### src/rtl/refresh_sched_pkg.sv
// Package: refresh_sched_pkg
// Shared types for the refresh scheduler. Assumes nothing beyond
// IEEE 1800-2017 packages; holds only the credit action encoding.
package refresh_sched_pkg;

    // What the credit counter does on the next edge.
    typedef enum logic [1:0] {
        CR_HOLD = 2'd0,
        CR_INC  = 2'd1,
        CR_DEC  = 2'd2
    } credit_act_t;

endpackage

### src/rtl/refresh_interval_timer.sv
// Module: refresh_interval_timer
// Free-running cycle counter that emits a one-cycle grant strobe every
// INTERVAL_CYC cycles. The first grant comes at the INTERVAL_CYC-th edge
// after reset. Assumes INTERVAL_CYC >= 2.
module refresh_interval_timer #(
    parameter int INTERVAL_CYC = 1560
) (
    input  logic clk,
    input  logic rst_n,
    output logic grant
);
    localparam int CW = (INTERVAL_CYC > 2) ? $clog2(INTERVAL_CYC) : 1;
    localparam logic [CW-1:0] LAST = CW'(INTERVAL_CYC - 1);

    logic [CW-1:0] cyc_q;

    // Grant on the last count of each interval.
    assign grant = (cyc_q == LAST);

    // Advance the counter, wrapping at the end of each interval.
    always_ff @(posedge clk) begin
        if (!rst_n)
            cyc_q <= '0;
        else if (grant)
            cyc_q <= '0;
        else
            cyc_q <= cyc_q + 1'b1;
    end

    // after a grant the counter restarts, so grants are INTERVAL_CYC apart.
    p_grant_restart_r9: assert property (@(posedge clk) disable iff (!rst_n)
        grant |=> (cyc_q == '0));

    // the counter never passes the last count.
    p_count_bound_r9: assert property (@(posedge clk) disable iff (!rst_n)
        cyc_q <= LAST);

endmodule

### src/rtl/refresh_credit_counter.sv
// Module: refresh_credit_counter
// Tracks the refresh balance as an offset level. Level 0 means one refresh
// has been pulled in, level 1 means nothing is owed, and level MAX_DEBT+1
// means the debt is at its limit. Assumes grant and ack are one-cycle strobes.
module refresh_credit_counter
    import refresh_sched_pkg::*;
#(
    parameter int MAX_DEBT = 8
) (
    input  logic clk,
    input  logic rst_n,
    input  logic grant,
    input  logic ack,
    output logic owed,
    output logic at_limit
);
    localparam int LW = $clog2(MAX_DEBT + 2);
    localparam logic [LW-1:0] LV_AHEAD = '0;
    localparam logic [LW-1:0] LV_EVEN  = LW'(1);
    localparam logic [LW-1:0] LV_TOP   = LW'(MAX_DEBT + 1);

    logic [LW-1:0] lvl_q;
    credit_act_t   act;

    // Choose the action: a grant and an ack together cancel; limits clamp.
    always_comb begin
        act = CR_HOLD;
        if (grant && !ack && lvl_q != LV_TOP)
            act = CR_INC;
        else if (ack && !grant && lvl_q != LV_AHEAD)
            act = CR_DEC;
    end

    // Apply the chosen action to the level register.
    always_ff @(posedge clk) begin
        if (!rst_n)
            lvl_q <= LV_EVEN;
        else begin
            case (act)
                CR_INC:  lvl_q <= lvl_q + 1'b1;
                CR_DEC:  lvl_q <= lvl_q - 1'b1;
                default: lvl_q <= lvl_q;
            endcase
        end
    end

    // Decode the outputs from the level.
    assign owed     = (lvl_q > LV_EVEN);
    assign at_limit = (lvl_q == LV_TOP);

    // the level never leaves its legal range.
    p_level_range_r4: assert property (@(posedge clk) disable iff (!rst_n)
        lvl_q <= LV_TOP);

    // a grant and an ack on the same edge leave the level unchanged.
    p_cancel_r6: assert property (@(posedge clk) disable iff (!rst_n)
        (grant && ack) |=> $stable(lvl_q));

    // an ack alone with debt owed lowers the level by exactly one.
    p_ack_pays_r3: assert property (@(posedge clk) disable iff (!rst_n)
        (ack && !grant && lvl_q > LV_EVEN) |=> (lvl_q == $past(lvl_q) - 1'b1));

    // no more than one refresh may be pulled in.
    p_pullin_limit_r5: assert property (@(posedge clk) disable iff (!rst_n)
        (ack && !grant && lvl_q == LV_AHEAD) |=> (lvl_q == LV_AHEAD));

    // a grant at the limit does not wrap the level.
    p_saturate_r4: assert property (@(posedge clk) disable iff (!rst_n)
        (grant && !ack && lvl_q == LV_TOP) |=> (lvl_q == LV_TOP));

endmodule

### src/rtl/refresh_gap_timer.sv
// Module: refresh_gap_timer
// Counts cycles since the last acknowledged refresh, saturating at the
// longest allowed gap. Flags when the count is within URGENT_MARGIN of
// that gap. Assumes URGENT_MARGIN is below GAP_LIMIT.
module refresh_gap_timer #(
    parameter int GAP_LIMIT     = 14040,
    parameter int URGENT_MARGIN = 64
) (
    input  logic clk,
    input  logic rst_n,
    input  logic ack,
    output logic near_expiry
);
    localparam int GW = $clog2(GAP_LIMIT + 1);
    localparam logic [GW-1:0] GAP_MAX  = GW'(GAP_LIMIT);
    localparam logic [GW-1:0] GAP_WARN = GW'(GAP_LIMIT - URGENT_MARGIN);

    logic [GW-1:0] gap_q;

    // Restart on each acknowledged refresh, else count up to the limit.
    always_ff @(posedge clk) begin
        if (!rst_n)
            gap_q <= '0;
        else if (ack)
            gap_q <= '0;
        else if (gap_q != GAP_MAX)
            gap_q <= gap_q + 1'b1;
    end

    // Warn once the gap comes within the margin of its limit.
    assign near_expiry = (gap_q >= GAP_WARN);

    // an acknowledged refresh restarts the gap count.
    p_gap_clear_r7: assert property (@(posedge clk) disable iff (!rst_n)
        ack |=> (gap_q == '0));

    // the gap count never passes the limit.
    p_gap_bound_r7: assert property (@(posedge clk) disable iff (!rst_n)
        gap_q <= GAP_MAX);

endmodule

### src/rtl/refresh_sched.sv
// Module: refresh_sched
// Top of the refresh scheduler. It grants refresh credits at the average
// interval, lets the controller postpone up to MAX_DEBT of them, and raises
// urgency at the debt limit or before the longest refresh-to-refresh gap
// ((MAX_DEBT+1) intervals) runs out. Assumes ref_ack pulses once per issued
// refresh command.
module refresh_sched #(
    parameter int INTERVAL_CYC  = 1560,
    parameter int MAX_DEBT      = 8,
    parameter int URGENT_MARGIN = 64
) (
    input  logic clk,
    input  logic rst_n,
    input  logic ref_ack,
    output logic ref_req,
    output logic ref_urgent
);
    localparam int GAP_LIMIT = (MAX_DEBT + 1) * INTERVAL_CYC;

    logic grant;
    logic owed;
    logic at_limit;
    logic near_expiry;

    // Interval grant generator.
    refresh_interval_timer #(
        .INTERVAL_CYC (INTERVAL_CYC)
    ) u_interval (
        .clk   (clk),
        .rst_n (rst_n),
        .grant (grant)
    );

    // Postponement balance.
    refresh_credit_counter #(
        .MAX_DEBT (MAX_DEBT)
    ) u_credit (
        .clk      (clk),
        .rst_n    (rst_n),
        .grant    (grant),
        .ack      (ref_ack),
        .owed     (owed),
        .at_limit (at_limit)
    );

    // Absolute gap watchdog.
    refresh_gap_timer #(
        .GAP_LIMIT     (GAP_LIMIT),
        .URGENT_MARGIN (URGENT_MARGIN)
    ) u_gap (
        .clk         (clk),
        .rst_n       (rst_n),
        .ack         (ref_ack),
        .near_expiry (near_expiry)
    );

    // Combine the balance and the watchdog into the two outputs.
    assign ref_urgent = at_limit | near_expiry;
    assign ref_req    = owed | ref_urgent;

    // urgency always comes with a request.
    p_urgent_has_req_r8: assert property (@(posedge clk) disable iff (!rst_n)
        ref_urgent |-> ref_req);

    // the cycle after a reset edge, both outputs are quiet.
    p_reset_quiet_r1: assert property (@(posedge clk)
        !rst_n |=> (!ref_req && !ref_urgent));

endmodule

### config.mk
export PLATFORM = sky130hd
export DESIGN_NAME = refresh_sched
export DESIGN_NICKNAME = d
export VERILOG_FILES = /design/src/rtl/refresh_sched_pkg.sv /design/src/rtl/refresh_interval_timer.sv /design/src/rtl/refresh_credit_counter.sv /design/src/rtl/refresh_gap_timer.sv /design/src/rtl/refresh_sched.sv
export SDC_FILE = /design/constraint.sdc
export NUM_CORES = 1
export LEC_CHECK = 0
export ABC_AREA = 1
export BUFFER_PORTS_ARGS = -buffer_cell sky130_fd_sc_hd__buf_2
export CAP_MARGIN = 20
export CORE_ASPECT_RATIO = 0.8
export CORE_UTILIZATION = 45
export CTS_CLUSTER_DIAMETER = 80
export CTS_CLUSTER_SIZE = 40
export DETAILED_ROUTE_END_ITERATION = 7
export PLACE_DENSITY_LB_ADDON = 0.2
export SKIP_CTS_REPAIR_TIMING = 1
export SLEW_MARGIN = 25
export SYNTH_ARGS = -nofsm -noshare
export SYNTH_HDL_FRONTEND = slang
export SYNTH_HIERARCHICAL = 1
export SYNTH_SLANG_ARGS = --single-unit
### constraint.sdc
create_clock -name clk -period 3.21 [get_ports clk]
set_clock_uncertainty 0.2 [all_clocks]
set_input_delay 0 -clock clk [delete_from_list [all_inputs] [get_ports clk]]
set_output_delay 0 -clock clk [all_outputs]
set_load 0.05 [all_outputs]
# Word-level counts from Yosys, hierarchy flattened
# Cells that the tools add are included.
dict set report totals {
  ff_bits 29
  latch_bits 0
  mem_bits_rw 0
  romBits 0
  in_bits 3
  output_inout_bits 2
  elab_cells 31
  mem_count 0
}
dict set report op_classes {
  addsub 4
  mul 0
  n_div 0
  n_lt_le_gt_ge 2
  eq_ne 6
  n_shift 0
  mux 3
  n_bitwise 3
  n_reduce_logical 10
}
# cell count
set op_table {}
lappend op_table {{14-bit by 1-bit adder with 14-bit output, second input constant} 1}
lappend op_table {{14-bit >= comparator, second input constant} 1}
lappend op_table {{14-bit != test, second input constant} 1}
lappend op_table {{11-bit by 1-bit adder with 11-bit output, second input constant} 1}
lappend op_table {{11-bit == test, second input constant} 1}
lappend op_table {{4-bit case mux with 2 select lines} 1}
lappend op_table {{4-bit by 1-bit adder with 4-bit output, second input constant} 1}
lappend op_table {{4-bit == test, second input constant} 1}
lappend op_table {{4-bit by 1-bit greater-than comparator with 1-bit output, second input constant} 1}
lappend op_table {{1-bit logical AND} 4}
lappend op_table {{2-bit two-way mux} 2}
lappend op_table {{4-bit != test, second input constant} 1}
lappend op_table {{4-bit nonzero test} 1}
lappend op_table {{2-bit OR reduction} 2}
lappend op_table {{4-bit by 1-bit subtractor with 4-bit output, second input constant} 1}
lappend op_table {{2-bit by 1-bit == test with 1-bit output, second input constant} 1}
lappend op_table {{2-bit == test, second input constant} 1}
lappend op_table {{1-bit logical NOT} 2}
lappend op_table {{1-bit OR} 2}
lappend op_table {{2-bit nonzero test} 1}
lappend op_table {{1-bit NOT} 1}

# Logic depth before layout (Yosys ltp)
dict set report depth {
  depth_word 8
  depth_mapped 11
}

# Hierarchy
# The synthesis kept the hierarchy.
# mod n_inst cells_per_inst area_each_um2 seq_area_each_um2
set by_module_without_submodules {}
lappend by_module_without_submodules {refresh_gap_timer 1 124 807.0 280.3}
lappend by_module_without_submodules {refresh_interval_timer 1 73 546.8 220.2}
lappend by_module_without_submodules {refresh_credit_counter 1 52 344.1 80.1}
lappend by_module_without_submodules {refresh_sched 1 4 17.5 0.0}

# Least setup slack after synthesis
# No wires, ideal clock.
dict set report synth_timing {
  path_type {reg-to-reg}
  start {register u_interval.cyc_q[0]}
  end {register u_credit.lvl_q[0]}
  t_arrival_ns 1.374
  path_slack_ns 1.513
  path_stages_with_launch 11
  path_buffers 0
  cell_sequence {dfxtp_1 ha_1 nand2_1 nor4_1 inv_1 nand2_1 inv_1 nand2_4 nand2_4 a21oi_1 o21ai_0}
}
dict set report synth_between {
  elab_chain_cells 8
  elab_cells_between_ends 12
  classes_between {eq/ne: 3; mux: 3; reduce/logical: 6}
}
# item line_no
set synth_rtl {}
lappend synth_rtl {{start, declared} refresh_interval_timer.sv:15} ;# logic [CW-1:0] cyc_q;
lappend synth_rtl {{start signal, assigned} refresh_interval_timer.sv:27} ;# cyc_q <= cyc_q + 1'b1;
lappend synth_rtl {{11-bit == test (*)} refresh_interval_timer.sv:18} ;# assign grant = (cyc_q == LAST);
lappend synth_rtl {{net grant} refresh_sched.sv:20} ;# logic grant;
lappend synth_rtl {{1-bit logical NOT} refresh_credit_counter.sv:30} ;# else if (ack && !grant && lvl_q != LV_AHEAD)
lappend synth_rtl {{1-bit logical AND (2 in series)} refresh_credit_counter.sv:30}
lappend synth_rtl {{2-bit two-way mux} refresh_credit_counter.sv:30}
lappend synth_rtl {{2-bit two-way mux (*)} refresh_credit_counter.sv:28} ;# if (grant && !ack && lvl_q != LV_TOP)
lappend synth_rtl {{2-bit == test / 2-bit by 1-bit == test with 1-bit output (equally long branches)} refresh_credit_counter.sv:39} ;# case (act)
lappend synth_rtl {{4-bit case mux with 2 select lines / 2-bit nonzero test (equally long branches)} -}
lappend synth_rtl {{end signal, assigned} refresh_credit_counter.sv:40} ;# CR_INC: lvl_q <= lvl_q + 1'b1;
lappend synth_rtl {{end signal, assigned} refresh_credit_counter.sv:41} ;# CR_DEC: lvl_q <= lvl_q - 1'b1;
lappend synth_rtl {{end signal, assigned} refresh_credit_counter.sv:42} ;# default: lvl_q <= lvl_q;
lappend synth_rtl {{end, declared} refresh_credit_counter.sv:22} ;# logic [LW-1:0] lvl_q;
# Mark *: on every way through the listed nets, which the timed path passes. The rest lies on a longest branch.
# A chain may end at the register's enable or synchronous reset.

# Worst setup path after layout
# Same ends and word-level chain as after synthesis.

==> reports/qor.yml <==
detail-route-antenna-nets: 0
via_count_of_the_first_global_routing_pass: 1287
synth_async_sr_flop_share: 0
place.detailed.hpwl_um: 2390
grt_start_max_net_pins: 11
area_growth_syn_to_layout_pct: 11.0
timing.hold.worst.class: "reg2reg"
hold_path.startpoint: "u_interval/cyc_q[8]"
max-vdd-ir-drop_v: 0.000256
clkTransAtPathRegs_ns: 0.07
worst-slew-pin-transition_ns: 0.411
seq_area_frac_synth: 0.338
grtUsageTotal: 0.180
die_x_um: 71.0
cp.required_ns: 3.17
die_height_um: 57.2
min_path_cells: 2
grt-ovfl-total: 0
num_io_pins: 5
max_cap_viol_count: 0
yosys_register_bits: 29
numCtsBuffers: 5
placement.io_buffers: 4
max_slew_violations: 0
stdcell_count: 308
synth-edff-count: 0
critical-path-slowest-cell: "dfxtp_1"
ctsLongestPathBuffers: 2
timing.slew.headroom: 0.726
layout_cell_share_with_drive_strength_beyond_1: 0.147
timing_hold_violations_final: 0
outcome: "finished with violations"
dpl.cell_count: 298
antenna_found_initial: 0
vias: 1488
placement_rows: 19
gp_congestion: 0.808
totalNegativeSetupSlack_ns: 0
yosys.cell_count.top_type: "nand2_1"
synth.yosys.warnings: 6
rr_endpoint: "u_credit/lvl_q[0]"
post-route-util: 0.538
postPlaceCellArea_um2: 1780
worst_ep_arrival_time_ns: 1.84
netlist_area_um2: 1720
violations: "design-rule violations"
clock_tree.root_cell: "clkbuf_8"
critPathKind: "reg2reg"
drt_iter0_drc: 145
syn_nets: 263
regToRegSetupSlack_ns: 1.33
route.detailed.drc: 1
crit_path_max_fanout: 5
drt_pre_antenna_iters: 6
final_cell_area_um2: 1900
crit_path_largest_cell_delay_ns: 0.39
worstReg2RegStart: "u_interval/cyc_q[0]"
rr_worst_depth: 10
worstSetupStartpointType: "flip-flop"
wire_per_inst_um: 10.3
setup_repair_after_global_routing_missed_its_margin: "false"
synth.top_cell.area_share: 0.338
first_pass_grt_wire_length_um: 5750
syn-instance-count: 253
antenna_cells: 0
achievable-frequency_ghz: 0.532
avgSynthCellArea_um2: 6.78
routed_via_density: 4.83
finalCritPeriodShare: 0.586
whs_ns: 0.279
post_detailed_routing_wire_length_um: 3160
timing.final.setup_violations: 0
most_instantiated_cells_after_synthesis: "nand2_1, inv_1, nor2_1"
clock_latency_ns: 0.27
critical_path.cell_chain: "ha_1 > nand2_1 > nor4_1 > inv_1 > nand2_1 > inv_1 > nand2_4 > nand2_4 > a21oi_1 > o21ai_0"
initial_utilization: 0.484
synthFlopType: "dfxtp_1"
crit_path_end_kind: "flip-flop"
total_leakage_power_nw: 0.751
dieArea_um2: 4060
power-per-cell-area_nw_per_um2: 426
h_tree_levels: 2
min_delay_worst_endpoint: "u_interval/cyc_q[8]"
netlist_top_cells_area: "dfxtp_1, nand2_1, inv_1"
layout_min_cycle_time_ns: 1.88
synth.distinct_cells: 24
yosysTopAreaCell: "dfxtp_1"
clock_sink_count: 29
final_net_count: 275
cts_tree: "done"
design.core.area_um2: 3540
[kinds of logic (layout without fill, tap and decap cells)]
family,after synthesis,after routing,synth area share
simple gates,147,147,0.411
buf+inv,40,53,0.0883
flops,29,29,0.338
compound gates,23,23,0.0751
fa+ha+maj,7,7,0.0511
xor+xnor,7,7,0.0357
[worst max-delay path: cells and delay by family (launching register included)]
kind / cells / cell delay, ns
compound gates: 2 / 0.19
fa+ha+maj: 1 / 0.21
buf+inv: 2 / 0.16
flops: 1 / 0.39
simple gates: 5 / 0.60
[where the power goes]
group / internal [W] / switching, W / total [W]
Clock: 0.000193 / 0.000135 / 0.000328
Sequential: 0.000370 / 0.0000136 / 0.000384
Combinational: 0.0000345 / 0.0000652 / 0.0000997
Total: 0.000598 / 0.000213 / 0.000811
[per-stage QoR]
stage	worst slack, ns	total power [W]
global route	1.08	0.000852
floorplan	1.51	0.000468
CTS	1.30	0.000821
detailed placement	1.32	0.000490
global placement	1.36	0.000489
finish	1.33	0.000811
[flip-flops by register name, summed over array words and instances (netlist names)]
register and cells:
u_gap/gap_q 14, u_interval/cyc_q 11, u_credit/lvl_q 4
[how the worst max path moves through the flow]
| stage | slack, ns | start | end |
|---|---|---|---|
| detailed placement | 1.32 | u_interval/cyc_q[0] | u_credit/lvl_q[0] |
| floorplan | 1.51 | u_interval/cyc_q[0] | u_credit/lvl_q[0] |
| CTS | 1.30 | u_interval/cyc_q[0] | u_credit/lvl_q[0] |
| global placement | 1.36 | u_interval/cyc_q[0] | u_credit/lvl_q[0] |
| global route | 1.08 | u_interval/cyc_q[0] | u_credit/lvl_q[0] |
| finish | 1.33 | u_interval/cyc_q[0] | u_credit/lvl_q[0] |
[cell usage in the layout (no fill, tap or decap), types with 2 or more instances in the layout]
cell,count
dlygate4sd3_1,2
inv_1,38
nor2_1,37
ha_1,7
o21ai_0,6
nor3_1,2
nand3_2,4
xnor2_1,2
nor2_4,4
buf_2,4
nor2_2,5
xor2_1,5
dfxtp_1,29
nand2_2,8
a21oi_1,13
nand4_1,7
a21oi_2,2
nand2_1,55
nand3_1,21
nand2_4,2
clkbuf_8,7
[area by class of cell]
class,count,area [um2]
clock buffers,7,96.3
clock inverters,1,5.00
fillers,347,1640
inverters,39,146
multi-input cells,184,983
flip-flops and latches,29,581
well taps,42,52.6
repair buffers,6,40.0
[routing by layer]
metal	share of wire	GRT usage
met1	0.57	0.273
met2	0.39	0.247
met3	0.038	0.0477
met4	0.0051	0.0514
met5	0	0
No activity file was read; power rests on OpenSTA's default activity.
